File: config.mk
export PLATFORM = sky130hd
export DESIGN_NAME = keyed_digest_engine
export DESIGN_NICKNAME = d
export VERILOG_FILES = /design/src/rtl/keyed_digest_pkg.sv /design/src/rtl/sha1_round_core.sv /design/src/rtl/digest_sequencer.sv /design/src/rtl/keyed_digest_engine.sv
export SDC_FILE = /design/constraint.sdc
export NUM_CORES = 2
export LEC_CHECK = 0
export ABC_AREA = 1
export BUFFER_PORTS_ARGS = -buffer_cell sky130_fd_sc_hd__buf_2
export CORE_MARGIN = 2
export CORE_UTILIZATION = 40
export DETAILED_ROUTE_END_ITERATION = 8
export PLACE_DENSITY = 0.59
export SYNTH_ARGS = -nofsm -noshare
export SYNTH_HDL_FRONTEND = slang
export SYNTH_SLANG_ARGS = --single-unit
File: constraint.sdc
create_clock -name clk -period 8.9 [get_ports clk]
set_clock_uncertainty 0.1 [all_clocks]
set_input_delay 0 -clock clk [delete_from_list [all_inputs] [get_ports clk]]
set_output_delay 0 -clock clk [all_outputs]
set_load 0.02 [all_outputs]
File: src/rtl/keyed_digest_pkg.sv
package keyed_digest_pkg;
  localparam int DIG_W     = 160;
  localparam int DIG_BYTES = DIG_W / 8;
  localparam int ADDR_W    = $clog2(DIG_BYTES);
  localparam int BLK_W     = 512;
  localparam int LEN_W     = 64;
  localparam int WORD_W    = 32;

  // control register bit positions
  localparam int CB_AUTH  = 0;
  localparam int CB_DONE  = 1;
  localparam int CB_POR   = 2;
  localparam int CB_CLEAR = 4;

  localparam logic [31:0] IV0 = 32'h67452301;
  localparam logic [31:0] IV1 = 32'hEFCDAB89;
  localparam logic [31:0] IV2 = 32'h98BADCFE;
  localparam logic [31:0] IV3 = 32'h10325476;
  localparam logic [31:0] IV4 = 32'hC3D2E1F0;

  typedef enum logic [2:0] {
    ST_IDLE, ST_LOAD1, ST_RUN1, ST_LOAD2, ST_RUN2, ST_WB
  } seq_state_t;

  function automatic logic [31:0] rotl(input logic [31:0] x, input int n);
    return (x << n) | (x >> (32 - n));
  endfunction
endpackage

File: src/rtl/sha1_round_core.sv
module sha1_round_core import keyed_digest_pkg::*; #(
  parameter int ROUNDS = 80,
  parameter int WIN    = 16
) (
  input  logic             clk,
  input  logic             rst,
  input  logic             start,
  input  logic [BLK_W-1:0] block,
  output logic [DIG_W-1:0] digest,
  output logic             dvalid
);
  localparam int RW = $clog2(ROUNDS);
  localparam int IW = $clog2(WIN);

  logic [31:0]   wbuf [WIN];
  logic [31:0]   a, b, c, d, e;
  logic [RW-1:0] rnd;
  logic          running, fin;
  logic [IW-1:0] idx;
  logic [31:0]   wt, f, k, temp;

  always_comb begin
    idx = rnd[IW-1:0];
    if (rnd < RW'(WIN)) wt = wbuf[idx];
    else wt = rotl(wbuf[idx + IW'(13)] ^ wbuf[idx + IW'(8)] ^
                   wbuf[idx + IW'(2)] ^ wbuf[idx], 1);
    if (rnd < RW'(20)) begin
      f = (b & c) | (~b & d);       k = 32'h5A827999;
    end else if (rnd < RW'(40)) begin
      f = b ^ c ^ d;                k = 32'h6ED9EBA1;
    end else if (rnd < RW'(60)) begin
      f = (b & c) | (b & d) | (c & d); k = 32'h8F1BBCDC;
    end else begin
      f = b ^ c ^ d;                k = 32'hCA62C1D6;
    end
    temp = rotl(a, 5) + f + e + k + wt;
  end

  // sequencing state, reset
  always_ff @(posedge clk) begin
    if (rst) begin
      running <= 1'b0;
      fin     <= 1'b0;
      dvalid  <= 1'b0;
      rnd     <= '0;
    end else begin
      dvalid <= 1'b0;
      if (start) begin
        running <= 1'b1;
        fin     <= 1'b0;
        rnd     <= '0;
      end else if (running) begin
        rnd <= rnd + RW'(1);
        if (rnd == RW'(ROUNDS - 1)) begin
          running <= 1'b0;
          fin     <= 1'b1;
        end
      end else if (fin) begin
        fin    <= 1'b0;
        dvalid <= 1'b1;
      end
    end
  end

  // datapath, no reset
  always_ff @(posedge clk) begin
    if (start) begin
      for (int i = 0; i < WIN; i++) wbuf[i] <= block[BLK_W-1-WORD_W*i -: WORD_W];
      a <= IV0; b <= IV1; c <= IV2; d <= IV3; e <= IV4;
    end else if (running) begin
      wbuf[idx] <= wt;
      e <= d;
      d <= c;
      c <= rotl(b, 30);
      b <= a;
      a <= temp;
    end else if (fin) begin
      digest <= {IV0 + a, IV1 + b, IV2 + c, IV3 + d, IV4 + e};
    end
  end
endmodule

File: src/rtl/digest_sequencer.sv
module digest_sequencer import keyed_digest_pkg::*; #(
  parameter int KEY_W = 128
) (
  input  logic             clk,
  input  logic             rst,
  input  logic             go,
  input  logic [KEY_W-1:0] key,
  input  logic [DIG_W-1:0] msg,
  input  logic [DIG_W-1:0] core_digest,
  input  logic             core_dvalid,
  output logic             core_start,
  output logic [BLK_W-1:0] core_block,
  output logic             busy,
  output logic             wb_en
);
  localparam int DATA_BITS = KEY_W + DIG_W;
  localparam int PAD_ZEROS = BLK_W - LEN_W - 1 - DATA_BITS;

  seq_state_t state, nxt;

  function automatic logic [BLK_W-1:0] pad_blk(input logic [KEY_W-1:0] kk,
                                               input logic [DIG_W-1:0] dd);
    return {kk, dd, 1'b1, {PAD_ZEROS{1'b0}}, LEN_W'(DATA_BITS)};
  endfunction

  always_comb begin
    nxt = state;
    unique case (state)
      ST_IDLE:  if (go) nxt = ST_LOAD1;
      ST_LOAD1: nxt = ST_RUN1;
      ST_RUN1:  if (core_dvalid) nxt = ST_LOAD2;
      ST_LOAD2: nxt = ST_RUN2;
      ST_RUN2:  if (core_dvalid) nxt = ST_WB;
      ST_WB:    nxt = ST_IDLE;
      default:  nxt = ST_IDLE;
    endcase
  end

  always_ff @(posedge clk) begin
    if (rst) state <= ST_IDLE;
    else     state <= nxt;
  end

  assign core_start = (state == ST_LOAD1) || (state == ST_LOAD2);
  assign core_block = pad_blk(key, (state == ST_LOAD2) ? core_digest : msg);
  assign busy       = (state != ST_IDLE);
  assign wb_en      = (state == ST_WB);
endmodule

File: src/rtl/keyed_digest_engine.sv
module keyed_digest_engine import keyed_digest_pkg::*; #(
  parameter int KEY_W = 128
) (
  input  logic              clk,
  input  logic              rst,
  input  logic [KEY_W-1:0]  key_in,
  input  logic              ctrl_we,
  input  logic [7:0]        ctrl_wdata,
  output logic [7:0]        ctrl_rdata,
  input  logic              msg_we,
  input  logic [ADDR_W-1:0] msg_addr,
  input  logic [7:0]        msg_wdata,
  output logic [7:0]        msg_rdata
);
  logic [7:0]       mem [DIG_BYTES];
  logic [DIG_W-1:0] msg_flat;
  logic             auth_q, done_q, por_q;
  logic             busy, go, clr_go, wr_ok, in_range, wb_en;
  logic             core_start, core_dvalid;
  logic [BLK_W-1:0] core_block;
  logic [DIG_W-1:0] core_digest;
  logic             unused_wbits;

  assign unused_wbits = ^{ctrl_wdata[7:5], ctrl_wdata[3], ctrl_wdata[CB_DONE]};

  always_comb begin
    for (int i = 0; i < DIG_BYTES; i++) msg_flat[8*i +: 8] = mem[i];
  end

  assign in_range = (msg_addr < ADDR_W'(DIG_BYTES));
  assign go       = ctrl_we && ctrl_wdata[CB_AUTH]  && !busy;
  assign clr_go   = ctrl_we && ctrl_wdata[CB_CLEAR] && !busy;
  assign wr_ok    = msg_we && in_range && !busy;

  digest_sequencer #(.KEY_W(KEY_W)) u_seq (
    .clk(clk), .rst(rst), .go(go), .key(key_in), .msg(msg_flat),
    .core_digest(core_digest), .core_dvalid(core_dvalid),
    .core_start(core_start), .core_block(core_block),
    .busy(busy), .wb_en(wb_en)
  );

  sha1_round_core u_core (
    .clk(clk), .rst(rst), .start(core_start), .block(core_block),
    .digest(core_digest), .dvalid(core_dvalid)
  );

  // message / digest byte space
  always_ff @(posedge clk) begin
    if (rst) begin
      for (int i = 0; i < DIG_BYTES; i++) mem[i] <= 8'h00;
    end else if (wb_en) begin
      for (int i = 0; i < DIG_BYTES; i++) mem[i] <= core_digest[8*i +: 8];
    end else if (clr_go) begin
      for (int i = 0; i < DIG_BYTES; i++) mem[i] <= 8'h00;
    end else if (wr_ok) begin
      mem[msg_addr] <= msg_wdata;
    end
  end

  // control flags
  always_ff @(posedge clk) begin
    if (rst) begin
      auth_q <= 1'b0;
      done_q <= 1'b0;
      por_q  <= 1'b1;
    end else begin
      if (go) begin
        auth_q <= 1'b1;
        done_q <= 1'b0;
      end else if (wb_en) begin
        auth_q <= 1'b0;
        done_q <= 1'b1;
      end
      if (ctrl_we && !ctrl_wdata[CB_POR]) por_q <= 1'b0;
    end
  end

  // registered read ports
  always_ff @(posedge clk) begin
    if (rst) begin
      ctrl_rdata <= 8'h04;
      msg_rdata  <= 8'h00;
    end else begin
      ctrl_rdata <= {5'b00000, por_q, done_q, auth_q};
      msg_rdata  <= in_range ? mem[msg_addr] : 8'h00;
    end
  end
endmodule

==> impl_metrics.env <==
export IMPL_fin_crit_ps=7460
export IMPL_hold_viol=0
export IMPL_synth_area_leaders="edfxtp_1, nand2_1, o21ai_0"
export IMPL_ys_seq_elements=1119
export IMPL_drt_initial_drc_count=11013
export IMPL_wl_per_cell_um=29.9
export IMPL_grt_pass1_vias=63619
export IMPL_ff2ff_setup_slack_ps=1440
export IMPL_nNetsFinal=9098
export IMPL_setup_ws_ps=1440
export IMPL_critPathMaxFanout=113
export IMPL_start_util=0.401
export IMPL_synthTopCellsByCount="nand2_1, edfxtp_1, o21ai_0"
export IMPL_portBuffers=158
export IMPL_cellPowerDensity_nw_per_um2=386
export IMPL_worstHoldStart="ctrl_wdata[4]"
export IMPL_reg2reg_from="u_core.rnd[0]"
export IMPL_antenna_found_initial=25
export IMPL_die_x_um=424
export IMPL_endpoint="u_core.a[31]"
export IMPL_drc_errors=0
export IMPL_slew_headroom=0.123
export IMPL_startpoint_type="register"
export IMPL_die_h_um=424
export IMPL_cap_violations=0
export IMPL_crit_slowest_cell="fa_1"
export IMPL_status="finished clean"
export IMPL_setup_viol=0
export IMPL_postCtsSetupBuffers=0
export IMPL_ios=169
export IMPL_overflow=0
export IMPL_cts_root_buf="clkbuf_16"
export IMPL_p_leak_nw=32.0
export IMPL_vias=69213
export IMPL_rr_worst_depth=26
export IMPL_finalCritPeriodShare=0.839
export IMPL_htreeDepth=4
export IMPL_path_clk_slew_ps=60
export IMPL_r2r_end="u_core.a[31]"
export IMPL_syn_area_per_cell_sq_um=8.19
export IMPL_async_flop_share=0
export IMPL_netlist_instances=8602
export IMPL_crit_type="register to register"
export IMPL_cts_buffers=133
export IMPL_rows=154
export IMPL_setup_tns_ps=0
export IMPL_report_final_slew_viol_count=0
export IMPL_fmax_ghz=0.134
export IMPL_rsz0062_at_grt="no"
export IMPL_cp_arrival_ps=8050
export IMPL_drive_gt1_frac=0.0739
export IMPL_die_area_sq_um=180000
export IMPL_ys_flop_type="edfxtp_1"
export IMPL_synth_edf_count=928
export IMPL_wl_um=336000
export IMPL_cp_num_cells=26
export IMPL_regArea_sq_um=31700
export IMPL_critPathBufInv=6
export IMPL_vias_per_cell=6.16
export IMPL_grt_max_degree=206
export IMPL_grt_pass1_wl_um=469000
export IMPL_yosysWarningCount=0
export IMPL_crit_path_frequent_cell="nand2_1"
export IMPL_crit_start="u_core.rnd[0]"
export IMPL_fillerInstances=17037
export IMPL_multiInputGateArea_sq_um=33100
export IMPL_ir_worst_vdd_mv=1.09
export IMPL_routabilityCongestion=1.05
export IMPL_synth_most_common_cell="nand2_1"
export IMPL_syn_to_final_growth_pct=13.8
export IMPL_dp_slack_ps=1720
export IMPL_dp_hpwl_um=232000
export IMPL_insertion_delay_ps=820
export IMPL_required_ps=9480
export IMPL_synthesis_area_sq_um=70500
export IMPL_crit_family="adder cells"
export IMPL_yosysTopAreaCell="edfxtp_1"
export IMPL_hold_class="primary input to register"
export IMPL_slowest_delay_ps=800
export IMPL_whs_ps=47.0
export IMPL_ant_nets=0
export IMPL_worstMarginPinSlew_ps=1300
export IMPL_clockBufferDepth=3
export IMPL_seq_area_frac_synth=0.450
export IMPL_clock_sinks=1119
export IMPL_synth_cell_types=61
export IMPL_tritoncts="done"
export IMPL_grt_usage=0.364
export IMPL_synth_top_area_frac=0.395
export IMPL_core_area_sq_um=176000
export IMPL_dr_pass1_iters=9
export IMPL_critPathCaptureType="register"
layout make-up:
cell class | count | area share
inverter | 866 | 0.0408
antenna | 9 | 0.000281
clock buffer | 172 | 0.0457
multi-input combinational | 6104 | 0.413
sequential | 1119 | 0.395
clock inverter | 72 | 0.00971
timing repair buffer | 554 | 0.0585
tap | 2340 | 0.0365
kinds of logic (layout without fill, tap and decap cells):
logic type               count (synthesis)  count (layout)  synth area share
flip-flops                            1119            1119             0.450
buffers and inverters                 1479            1664            0.0898
adder cells (fa/ha/maj)                167             167            0.0424
XOR/XNOR                               225             225            0.0283
other                                    1             110         0.0000532
AO/OA/AOI/OAI                         2299            2299             0.192
multiplexers                            16              16           0.00256
AND/OR/NAND/NOR                       3296            3296             0.195
placed cells by master, fill, tap and decap left out, types with 12 or more instances in the layout:
cell | Yosys | layout
nand2_1 | 1842 | 1827
edfxtp_1 | 928 | 928
o21ai_0 | 875 | 874
inv_1 | 839 | 828
nand3_1 | 766 | 761
nor2_1 | 526 | 512
a21oi_1 | 451 | 450
o211ai_1 | 292 | 292
dlygate4sd3_1 | 0 | 257
o22ai_1 | 212 | 212
a22oi_1 | 192 | 192
dfxtp_1 | 191 | 185
xor2_1 | 174 | 173
buf_2 | 197 | 158
clkbuf_16 | 0 | 138
fa_1 | 120 | 120
buf_4 | 55 | 116
conb_1 | 1 | 101
a31oi_1 | 79 | 79
nand4_1 | 58 | 58
a211oi_1 | 56 | 53
o21ai_1 | 50 | 51
xnor2_1 | 49 | 49
ha_1 | 47 | 45
inv_2 | 23 | 32
nor3_1 | 33 | 31
nand2_2 | 20 | 30
clkbuf_1 | 276 | 26
clkinv_2 | 0 | 24
buf_12 | 0 | 23
a221oi_1 | 22 | 22
o221ai_1 | 20 | 20
clkinv_1 | 3 | 20
mux2_2 | 16 | 16
bufinv_16 | 0 | 14
or2_2 | 13 | 13
o21bai_1 | 12 | 12
state kept, by name, indices dropped and copies added, names as in the netlist, named ones only:
register / flops
u_core.e: 32
done_q: 1
u_core.fin: 1
msg_rdata: 8
u_core.digest: 160
auth_q: 1
ctrl_rdata: 3
u_core.c: 32
u_core.wbuf: 512
u_core.rnd: 7
u_core.b: 32
mem: 256
u_core.dvalid: 1
u_core.a: 32
por_q: 1
u_core.d: 32
u_seq.state: 3
u_core.running: 1
per-stage QoR:
stage,instances,power (mW),area (sq um),util
2_1_floorplan,8702,18.8,70800,-
3_3_place_gp,10726,24.6,73200,0.417
3_5_place_dp,10726,24.8,73200,0.417
4_1_cts,11227,30.6,80200,0.457
5_1_grt,11231,32.7,80200,0.457
6_report,11236,31.0,80200,0.457
report_power, final:
group | total (mW) | internal (mW) | switching [mW]
clock network | 5.74 | 3.32 | 2.42
logic | 17.4 | 5.13 | 12.2
registers | 7.86 | 7.00 | 0.860
how the worst min path moves through the flow:
stage                               to  slack [ps]  depth (start not counted)
floorplan                   mem[20][0]          -1                          0
global placement                 por_q         110                          2
detailed placement               por_q         120                          2
CTS                 u_core.wbuf[3][22]           6                          4
global route        u_core.wbuf[3][19]          80                          4
finish                      mem[18][7]          50                          6
tightest hold or removal path, cell delays in order:
cell	delay, ps
buf_2	90
nand3_1	60
nand2_1	110
clkinv_1	380
nand3_1	120
o21ai_0	70
per-layer routing:
layer  routed length [um]  global-route usage
met2               144000               0.543
met4                30200               0.270
met1               123000               0.457
met5                  124                   0
met3                39700              0.0893
repair_timing:
action | in CTS | in global routing
hold buffers | 257 | 0
hold endpoints to repair | 342 | 0
endpoints found under the setup margin | 0 | 0
gates resized for setup | 0 | 0
(Power assumes the default switching activity.)
